`config.mk`:
```
export PLATFORM = sky130hd
export DESIGN_NAME = hdx_prog_phy
export DESIGN_NICKNAME = d
export VERILOG_FILES = /design/src/rtl/hdx_pkg.sv /design/src/rtl/hdx_rx.sv /design/src/rtl/hdx_tx.sv /design/src/rtl/hdx_ctrl.sv /design/src/rtl/hdx_prog_phy.sv
export SDC_FILE = /design/constraint.sdc
export NUM_CORES = 1
export LEC_CHECK = 0
export CORE_ASPECT_RATIO = 1.5
export CORE_UTILIZATION = 55
export DETAILED_ROUTE_END_ITERATION = 10
export PLACE_DENSITY_LB_ADDON = 0.25
export SLEW_MARGIN = 25
export SYNTH_ARGS = -nofsm -noshare
export SYNTH_HDL_FRONTEND = slang
export SYNTH_HIERARCHICAL = 1
export SYNTH_SLANG_ARGS = --single-unit
```
`constraint.sdc`:
```
create_clock -name clk -period 5.4 [get_ports clk]
set_clock_uncertainty 0.05 [all_clocks]
set_input_delay 1.62 -clock clk [delete_from_list [all_inputs] [get_ports clk]]
set_output_delay 1.62 -clock clk [all_outputs]
set_load 0.01 [all_outputs]
```
`src/rtl/hdx_pkg.sv`:
```
package hdx_pkg;

  localparam int GSEL_W     = 3;
  localparam int GUARD_LOG2 = 7;
  localparam int GCNT_W     = GUARD_LOG2 + 1;

  typedef enum logic [1:0] {
    LS_RECV  = 2'd0,
    LS_GUARD = 2'd1,
    LS_SEND  = 2'd2,
    LS_FAULT = 2'd3
  } link_state_t;

  // idle bit times inserted on a listen-to-talk turnaround
  function automatic logic [GCNT_W-1:0] guard_bits(input logic [GSEL_W-1:0] sel);
    logic [GCNT_W-1:0] base;
    base = GCNT_W'(1) << GUARD_LOG2;
    return base >> sel;
  endfunction

endpackage

```
`src/rtl/hdx_rx.sv`:
```
module hdx_rx #(
  parameter int DATA_W    = 8,
  parameter int STOP_BITS = 2
) (
  input  logic              clk,
  input  logic              rst_n,
  input  logic              en,
  input  logic              line_i,
  output logic              busy_o,
  output logic              par_bad_o,
  output logic [DATA_W-1:0] data_o,
  output logic              valid_o
);
  localparam int LAST  = DATA_W + STOP_BITS;
  localparam int CNT_W = $clog2(LAST + 1);

  logic [CNT_W-1:0]  idx;
  logic [DATA_W-1:0] shreg;
  logic              bit_is_data;
  logic              bit_is_par;
  logic              bit_is_last;

  assign bit_is_data = busy_o && (idx < CNT_W'(DATA_W));
  assign bit_is_par  = busy_o && (idx == CNT_W'(DATA_W));
  assign bit_is_last = busy_o && (idx == CNT_W'(LAST));
  assign par_bad_o   = en && bit_is_par && (line_i != (^shreg));

  always_ff @(posedge clk or negedge rst_n) begin
    if (!rst_n) begin
      busy_o  <= 1'b0;
      idx     <= '0;
      shreg   <= '0;
      data_o  <= '0;
      valid_o <= 1'b0;
    end else begin
      valid_o <= 1'b0;
      if (!en) begin
        busy_o <= 1'b0;
        idx    <= '0;
      end else if (!busy_o) begin
        if (!line_i) begin
          busy_o <= 1'b1;
          idx    <= '0;
        end
      end else begin
        idx <= idx + 1'b1;
        if (bit_is_data) begin
          shreg <= {line_i, shreg[DATA_W-1:1]};
        end else if (par_bad_o) begin
          busy_o <= 1'b0;
        end else if (bit_is_last) begin
          valid_o <= 1'b1;
          data_o  <= shreg;
          busy_o  <= 1'b0;
        end
      end
    end
  end

  // a received byte is announced for one cycle only
  p_valid_pulse_r2: assert property (@(posedge clk) disable iff (!rst_n)
    valid_o |=> !valid_o);

endmodule

```
`src/rtl/hdx_tx.sv`:
```
module hdx_tx #(
  parameter int DATA_W    = 8,
  parameter int STOP_BITS = 2
) (
  input  logic              clk,
  input  logic              rst_n,
  input  logic              en,
  input  logic              load_i,
  input  logic [DATA_W-1:0] data_i,
  output logic              busy_o,
  output logic              bit_o
);
  localparam int FRAME_BITS = DATA_W + 2 + STOP_BITS;
  localparam int CNT_W      = $clog2(FRAME_BITS);

  logic [FRAME_BITS-1:0] frame;
  logic [CNT_W-1:0]      cnt;
  logic                  take;

  // stop bits high, even parity, data LSB first, start bit low
  function automatic logic [FRAME_BITS-1:0] build_frame(input logic [DATA_W-1:0] d);
    return {{STOP_BITS{1'b1}}, ^d, d, 1'b0};
  endfunction

  assign take  = en && load_i && !busy_o;
  assign bit_o = busy_o ? frame[0] : 1'b1;

  always_ff @(posedge clk or negedge rst_n) begin
    if (!rst_n) begin
      frame  <= '1;
      cnt    <= '0;
      busy_o <= 1'b0;
    end else if (!en) begin
      frame  <= '1;
      cnt    <= '0;
      busy_o <= 1'b0;
    end else if (take) begin
      frame  <= build_frame(data_i);
      cnt    <= CNT_W'(FRAME_BITS - 1);
      busy_o <= 1'b1;
    end else if (busy_o) begin
      if (cnt == '0) begin
        busy_o <= 1'b0;
      end else begin
        cnt   <= cnt - 1'b1;
        frame <= {1'b1, frame[FRAME_BITS-1:1]};
      end
    end
  end

  // a frame only starts while the sender is enabled
  p_load_in_send_r8: assert property (@(posedge clk) disable iff (!rst_n)
    $rose(busy_o) |-> $past(en));

endmodule

```
`src/rtl/hdx_ctrl.sv`:
```
module hdx_ctrl
  import hdx_pkg::*;
(
  input  logic              clk,
  input  logic              rst_n,
  input  logic              dir_tx,
  input  logic [GSEL_W-1:0] guard_sel,
  input  logic              rx_busy,
  input  logic              par_bad,
  input  logic              tx_busy,
  input  logic              coll_now,
  input  logic              err_clear,
  output link_state_t       state_o,
  output logic              err_parity_o,
  output logic              err_coll_o
);
  logic [GCNT_W-1:0] gcnt;
  logic              driving;

  assign driving = (state_o == LS_GUARD) || (state_o == LS_SEND);

  always_ff @(posedge clk or negedge rst_n) begin
    if (!rst_n) begin
      state_o      <= LS_RECV;
      gcnt         <= '0;
      err_parity_o <= 1'b0;
      err_coll_o   <= 1'b0;
    end else begin
      unique case (state_o)
        LS_RECV: begin
          if (par_bad) begin
            state_o      <= LS_FAULT;
            err_parity_o <= 1'b1;
          end else if (dir_tx && !rx_busy) begin
            state_o <= LS_GUARD;
            gcnt    <= guard_bits(guard_sel) - 1'b1;
          end
        end
        LS_GUARD: begin
          if (coll_now) begin
            state_o    <= LS_FAULT;
            err_coll_o <= 1'b1;
          end else if (!dir_tx) begin
            state_o <= LS_RECV;
          end else if (gcnt == '0) begin
            state_o <= LS_SEND;
          end else begin
            gcnt <= gcnt - 1'b1;
          end
        end
        LS_SEND: begin
          if (coll_now) begin
            state_o    <= LS_FAULT;
            err_coll_o <= 1'b1;
          end else if (!dir_tx && !tx_busy) begin
            state_o <= LS_RECV;
          end
        end
        LS_FAULT: begin
          if (err_clear) begin
            state_o      <= LS_RECV;
            err_parity_o <= 1'b0;
            err_coll_o   <= 1'b0;
          end
        end
        default: state_o <= LS_RECV;
      endcase
    end
  end

  // a parity error stays until it is cleared
  p_parity_sticky_r3: assert property (@(posedge clk) disable iff (!rst_n)
    (err_parity_o && !err_clear) |=> err_parity_o);

  // the error state is left only through err_clear
  p_fault_holds_r7: assert property (@(posedge clk) disable iff (!rst_n)
    (state_o == LS_FAULT && !err_clear) |=> (state_o == LS_FAULT));

  // sending is never reached without a guard period
  p_send_after_guard_r5: assert property (@(posedge clk) disable iff (!rst_n)
    (state_o == LS_SEND) |-> ($past(state_o) != LS_RECV));

  // a mismatch seen while driving always ends in a collision flag
  p_coll_to_fault_r4: assert property (@(posedge clk) disable iff (!rst_n)
    (coll_now && driving) |=> err_coll_o);

endmodule

```
`src/rtl/hdx_prog_phy.sv`:
```
module hdx_prog_phy
  import hdx_pkg::*;
#(
  parameter int DATA_W    = 8,
  parameter int STOP_BITS = 2
) (
  input  logic              clk,
  input  logic              rst_n,
  input  logic              pin_in,
  output logic              pin_out,
  output logic              pin_oe,
  input  logic              dir_tx,
  input  logic [GSEL_W-1:0] guard_sel,
  input  logic [DATA_W-1:0] tx_data,
  input  logic              tx_valid,
  output logic              tx_ready,
  output logic [DATA_W-1:0] rx_data,
  output logic              rx_valid,
  input  logic              err_clear,
  output logic              err_parity,
  output logic              err_collision
);
  link_state_t state;
  logic        rx_busy;
  logic        par_bad;
  logic        tx_busy;
  logic        tx_bit;
  logic        coll_now;
  logic        drive_next;
  logic        drv_oe_q;
  logic        drv_out_q;

  hdx_rx #(.DATA_W(DATA_W), .STOP_BITS(STOP_BITS)) u_rx (
    .clk       (clk),
    .rst_n     (rst_n),
    .en        (state == LS_RECV),
    .line_i    (pin_in),
    .busy_o    (rx_busy),
    .par_bad_o (par_bad),
    .data_o    (rx_data),
    .valid_o   (rx_valid)
  );

  hdx_tx #(.DATA_W(DATA_W), .STOP_BITS(STOP_BITS)) u_tx (
    .clk    (clk),
    .rst_n  (rst_n),
    .en     (state == LS_SEND),
    .load_i (tx_valid),
    .data_i (tx_data),
    .busy_o (tx_busy),
    .bit_o  (tx_bit)
  );

  hdx_ctrl u_ctrl (
    .clk          (clk),
    .rst_n        (rst_n),
    .dir_tx       (dir_tx),
    .guard_sel    (guard_sel),
    .rx_busy      (rx_busy),
    .par_bad      (par_bad),
    .tx_busy      (tx_busy),
    .coll_now     (coll_now),
    .err_clear    (err_clear),
    .state_o      (state),
    .err_parity_o (err_parity),
    .err_coll_o   (err_collision)
  );

  assign drive_next = (state == LS_GUARD) || (state == LS_SEND);
  assign coll_now   = drv_oe_q && (pin_in != drv_out_q);

  // line changes on the falling edge, half a bit before the sample
  always_ff @(negedge clk or negedge rst_n) begin
    if (!rst_n) begin
      drv_oe_q  <= 1'b0;
      drv_out_q <= 1'b1;
    end else begin
      drv_oe_q  <= drive_next;
      drv_out_q <= tx_bit;
    end
  end

  assign pin_out  = drv_out_q;
  assign pin_oe   = drv_oe_q && (state != LS_FAULT);
  assign tx_ready = (state == LS_SEND) && !tx_busy;

  // the driver is off whenever a collision is flagged
  p_oe_off_in_fault_r4: assert property (@(posedge clk) disable iff (!rst_n)
    err_collision |-> !pin_oe);

  // the line is released whenever the link listens
  p_quiet_in_recv_r6: assert property (@(posedge clk) disable iff (!rst_n)
    (state == LS_RECV) |-> !pin_oe);

endmodule

```
==> flow_summary.json, run 1 <==
{
  "overflow": 0,
  "startpoint_type": "flop",
  "p_seq_share_pct": 34.3,
  "synth.avg_cell_area_sq_um": 9.83,
  "yosys_warnings": 6,
  "die-area_sq_um": 6450,
  "hold_path_depth": 2,
  "layout-drive-gt1-share_pct": 16.8,
  "tightest_slew_ns": 0.742,
  "antenna_found_initial": 0,
  "ios": 31,
  "grt_pass1_vias": 2555,
  "fill_cells": 493,
  "wl_mm": 6.55,
  "cpPeakStageDelay_ns": 0.53,
  "worst_slack_ns": 0.0460,
  "gp_congestion": 0.851,
  "ir_worst_vdd_mv": 0.353,
  "cp_max_fo": 2,
  "yosys.area.top_type": "dfrtp_1",
  "synth_top_area_share_pct": 29.0,
  "reg2reg_depth": 6,
  "grt_usage_pct": 22.1,
  "hold_end": "u_tx/frame[0]",
  "cp_slowest_cell": "dfstp_2",
  "crit_family": "flip-flops",
  "grt_max_degree": 36,
  "cts.sinks": 51,
  "cts_root_buf": "clkbuf_8",
  "yosys-top-cells-area": "dfrtp_1, dfstp_2, mux2_2",
  "coreArea_sq_um": 5870,
  "cp-end-kind": "primary output",
  "htreeDepth": 2,
  "power_switching_share_pct": 40.9,
  "cts_made_buffers": 5,
  "holdWs_ns": 0.448,
  "ys_seq_area_share_pct": 38.3,
  "cp_num_buf_inv": 1,
  "firstDrtPassIters": 4,
  "power.density_nw_per_um2": 464,
  "die_w_microns": 65.9,
  "combPwrFrac_pct": 51.1,
  "ys_seq_elements": 51,
  "r2r_setup_slack_ns": 0.63,
  "min_path_type": "reg -> reg",
  "synth_area_sq_um": 3370,
  "relSlewSlack_pct": 50.5,
  "slew_violations": 0,
  "rr_endpoint": "u_ctrl/gcnt[4]",
  "via_per_inst": 5.80,
  "yosys_most_used_dff": "dfrtp_1",
  "final_cell_mix": "nand2_1, dfrtp_1, clkdlybuf4s50_1",
  "r2r-start": "pin_out",
  "initial_core_util_pct": 57.4,
  "p_switching_uw": 722,
  "vias": 2562,
  "nets": 400,
  "place_ws_ns": -0.00464,
  "initialDrtViolationCount": 72,
  "drc": 0,
  "clk_pin_slew_worst_paths_ns": 0.09,
  "dp.cells": 434,
  "netlist_instances": 343,
  "crit_start": "pin_out",
  "cts_tree": "built",
  "status": "completed",
  "synthArstFlopShare_pct": 100,
  "antenna_cells": 0,
  "worstSetupPathType": "reg -> out",
  "die_y_microns": 97.9,
  "drt-wirelength-per-cell_microns": 14.8,
  "drv_cap": 0,
  "dp_hpwl_mm": 4.65,
  "finalNonFillerCells": 442,
  "port_buffers": 30,
  "grt_pass1_wl_mm": 11.4,
  "dpl-instance-area_sq_um": 3700,
  "rsz0062_at_grt": "no",
  "setup_viol": 0,
  "min_from": "u_tx/frame[0]",
  "postRouteAntennaNets": 0,
  "worstPathArrival_ns": 3.68,
  "yosysUniqueCellTypes": 65,
  "rows": 34,
  "syn_nets": 374,
  "clockBufferDepth": 2,
  "cp_cell_sequence": "buf_6",
  "p_int_uw": 1040,
  "hold_viol_final": 0,
  "required_ns": 3.73,
  "p_clk_share_pct": 14.6,
  "clk_latency_ns": 0.36,
  "layout_commonest_cell": "nand2_1",
  "area_growth_pct": 12.9,
  "p_leak_uw": 0.00156,
  "synth_enable_flop_cells": 0,
  "design_area_sq_um": 3810
}
[how the worst max path moves through the flow]
| stage | to | cells past startpoint |
|---|---|---|
| finish | pin_out | 1 |
| global route | pin_out | 1 |
| CTS | pin_out | 1 |
| detailed placement | pin_oe | 2 |
| global placement | pin_out | 1 |
| floorplan | pin_oe | 1 |
[routing by layer]
layer	vias up	part of all wire (%)	track usage, %	wire [microns]
li1	1283	-	-	-
met1	1240	43	25.8	2800
met2	34	54	41.2	3560
met3	5	2.0	3.15	134
met4	0	0.81	5.02	53
met5	-	0	0	0
[layout make-up]
cell class | instances | area (sq um) | area share (%)
clock inverter | 3 | 18.8 | 0.493
inverter | 13 | 48.8 | 1.28
timing repair buffer | 34 | 322 | 8.45
clock buffer | 6 | 93.8 | 2.47
multi-input combinational | 263 | 1940 | 51.1
tap | 72 | 90.1 | 2.37
sequential | 51 | 1290 | 33.9
[logic make-up (layout without fill, tap and decap cells)]
| group | Yosys count | count (layout) | synth area share, % |
|---|---|---|---|
| AOI/OAI and AO/OA | 63 | 63 | 14.4 |
| xor gates and xnor gates | 21 | 21 | 6.76 |
| adders and majority gates | 14 | 14 | 5.20 |
| buffers and inverters | 29 | 56 | 4.16 |
| DFF | 51 | 51 | 38.3 |
| muxes | 32 | 32 | 10.1 |
| and+or+nand+nor | 133 | 133 | 21.1 |
[registers in the layout, indices dropped and copies added (netlist names)]
| signal | cells |
|---|---|
| u_tx/frame | 10 |
| u_ctrl/gcnt | 8 |
| u_rx/data_o | 8 |
| u_rx/shreg | 8 |
| u_rx/idx | 4 |
| u_tx/cnt | 4 |
| u_ctrl/state_o | 2 |
| drv_oe_q | 1 |
| pin_out | 1 |
| u_ctrl/err_coll_o | 1 |
| u_ctrl/err_parity_o | 1 |
| u_rx/busy_o | 1 |
| u_rx/valid_o | 1 |
| u_tx/busy_o | 1 |
[worst min-delay path: stages, from the launching register on]
cell	delay, ns
dfstp_2	0.37
nand2_1	0.05
o211ai_1	0.07
[power groups by stage]
stage                     clock [uW]  combinational (uW)  sequential (uW)
after detailed placement        2.32                 900              610
after CTS                        267                 902              603
after global routing             283                 982              621
after global placement          2.32                 881              604
final                            259                 901              605
after floorplan                 2.32                 745              570
[metrics by stage]
step | total power (uW) | util [%] | TNS (ns)
3_3_place_gp | 1490 | 63.0 | 0
3_5_place_dp | 1510 | 63.0 | -0.00577
2_1_floorplan | 1320 | - | 0
6_report | 1760 | 64.8 | 0
4_1_cts | 1770 | 64.7 | 0
5_1_grt | 1890 | 64.8 | 0
[synth_stat cells (2+ instances only)]
library cell and number:
nand2_1 43, dfrtp_1 39, nor2_1 21, mux2_2 17, nand4_1 16, mux2i_1 15
ha_1 14, inv_1 14, xnor2_1 13, dfstp_2 11, nor2b_1 11, a221oi_1 10
o21ai_0 10, o211ai_1 9, nand2b_1 7, nand3_1 7, xor2_1 5, a21boi_0 4
a21oi_1 4, a22oi_1 4, and2_1 4, buf_2 4, clkbuf_1 4, a221o_1 3
buf_1 3, buf_6 3, nand3b_1 3, nor3_1 3, o21a_1 3, and3_1 2
o31ai_1 2, or2_2 2
[repair_timing]
item | in CTS | in global routing
pin swaps | 0 | 0
endpoints found under the setup margin | 2 | 1
hold buffers | 0 | 0
resized for setup | 8 | 1
buffers inserted | 0 | 0
Note: power is estimated with default switching activity, not from simulation.
==> inputs of run 2 (changes only) <==
CORE_UTILIZATION = 50   (was 55)
==> run 2 against run 1 <==
Against the previous run: routed wire length up 1.7%; register-to-register slack barely moved; sequential power about the same; clock-buffer cell count unchanged; non-clock buffer count is the same; final cell count grew 0.90%; total power shrank 0.38%; core utilization is 6.1 points lower; via count rose by 0.94%; setup slack gained 0.0047 ns.
==> flow_summary.json, run 2 (same netlist as run 1, synthesis figures left out) <==
{
  "area_growth_pct": 13.0,
  "firstDrtPassIters": 4,
  "postRouteAntennaNets": 0,
  "power_switching_share_pct": 40.8,
  "die_y_microns": 103,
  "grt_usage_pct": 20.4,
  "worstSetupPathType": "reg -> out",
  "worstPathArrival_ns": 3.68,
  "cts_made_buffers": 5,
  "setup_tns_ns": 0,
  "combPwrFrac_pct": 51.4,
  "hold_path_depth": 2,
  "cp_cell_sequence": "buf_6",
  "required_ns": 3.73,
  "drc": 0,
  "cts_setup_buffers": 0,
  "r2r_setup_slack_ns": 0.62,
  "clk_pin_slew_worst_paths_ns": 0.09,
  "slew_violations": 0,
  "layout-drive-gt1-share_pct": 16.8,
  "hold_viol_final": 0,
  "cts.sinks": 51,
  "p_seq_share_pct": 34.3,
  "cp_slowest_cell": "dfstp_2",
  "via_per_inst": 5.80,
  "rows": 36,
  "coreArea_sq_um": 6490,
  "port_buffers": 30,
  "initial_core_util_pct": 52.0,
  "initialDrtViolationCount": 118,
  "holdWs_ns": 0.447,
  "cp_max_fo": 2,
  "crit_family": "flip-flops",
  "grt_pass1_wl_mm": 11.7,
  "p_switching_uw": 717,
  "ctsHoldBuffers": 0,
  "layout_commonest_cell": "nand2_1",
  "regMostFlops": "u_tx/frame",
  "antenna_cells": 0,
  "nets": 400,
  "ios": 31,
  "vias": 2586,
  "clockBufferDepth": 2,
  "largest_register_ffs": 10,
  "overflow": 0,
  "post-route-util_pct": 58.7,
  "gp_congestion": 0.846,
  "htreeDepth": 2,
  "status": "completed",
  "power.total_uw": 1760,
  "p_clk_share_pct": 14.4,
  "cp-end-kind": "primary output",
  "setup_viol": 0,
  "rsz0062_at_grt": "no",
  "drv_cap": 0,
  "clk_latency_ns": 0.36,
  "finalNonFillerCells": 446,
  "cts_tree": "built",
  "grt_pass1_vias": 2502,
  "wl_mm": 6.66,
  "drt-wirelength-per-cell_microns": 14.9,
  "die-area_sq_um": 7080,
  "cp_num_buf_inv": 1,
  "cts_resized": 8,
  "cpPeakStageDelay_ns": 0.53,
  "power.density_nw_per_um2": 461,
  "grt_max_degree": 26,
  "p_int_uw": 1040,
  "dp.cells": 438,
  "relSlewSlack_pct": 49.9,
  "antenna_found_initial": 0,
  "die_w_microns": 69.0,
  "min_path_type": "reg -> reg",
  "ir_worst_vdd_mv": 0.296,
  "startpoint_type": "flop",
  "reg2reg_depth": 6,
  "dp_hpwl_mm": 4.86,
  "final_cell_mix": "nand2_1, dfrtp_1, clkdlybuf4s50_1",
  "p_leak_uw": 0.00155,
  "cts_root_buf": "clkbuf_8",
  "critical_path_depth": 1,
  "tightest_slew_ns": 0.752
}
==> run 2: cell count changes in the layout (fill, tap and decap cells not counted), sizes merged <==
cell    change
clkinv      +2
inv         -2
==> run 2: path summary, 6_finish.rpt <==
kind	from	to
worst max-delay path	pin_out	pin_out
worst min-delay path	u_tx/frame[0]	u_tx/frame[0]
worst max register to register	pin_out	u_ctrl/gcnt[4]
worst min register to register	u_tx/frame[0]	u_tx/frame[0]
max in group asynchronous	rst_n	pin_out
min in group asynchronous	rst_n	u_ctrl/state_o[1]
==> run 2: power groups by stage <==
| stage | logic (uW) | clock network, uW | registers [uW] |
|---|---|---|---|
| 2_1_floorplan | 745 | 2.32 | 570 |
| 3_3_place_gp | 879 | 2.32 | 606 |
| 3_5_place_dp | 901 | 2.32 | 609 |
| 4_1_cts | 903 | 263 | 603 |
| 5_1_grt | 996 | 278 | 624 |
| 6_report | 903 | 252 | 602 |
==> run 2: area by class of cell <==
class	count	area [sq um]
clock buffers	6	93.8
clock inverters	3	17.5
fillers	596	2680
inverters	13	48.8
multi-input cells	263	1940
flip-flops and latches	51	1290
well taps	76	95.1
repair buffers	34	322
==> run 2: stage by stage <==
step / worst slack (ns) / cell area, sq um
4_1_cts: 0.0309 / 3800
5_1_grt: 0.0136 / 3810
6_report: 0.0507 / 3810
3_5_place_dp: -0.0263 / 3700
3_3_place_gp: 0.000683 / 3700
2_1_floorplan: 0.451 / 3370
==> run 2: routing by layer <==
metal | track usage [%] | part of all wire [%] | up-vias
li1 | - | - | 1275
met1 | 23.8 | 42 | 1262
met2 | 39.3 | 54 | 43
met3 | 2.64 | 2.6 | 6
met4 | 5.18 | 1.1 | 0
met5 | 0 | 0 | -
==> inputs of run 3 (changes only) <==
GPL_ROUTABILITY_DRIVEN = 0   (was unset)
==> results of run 3 <==
No change in the layout: final DEF, timing and power equal those of run 2.
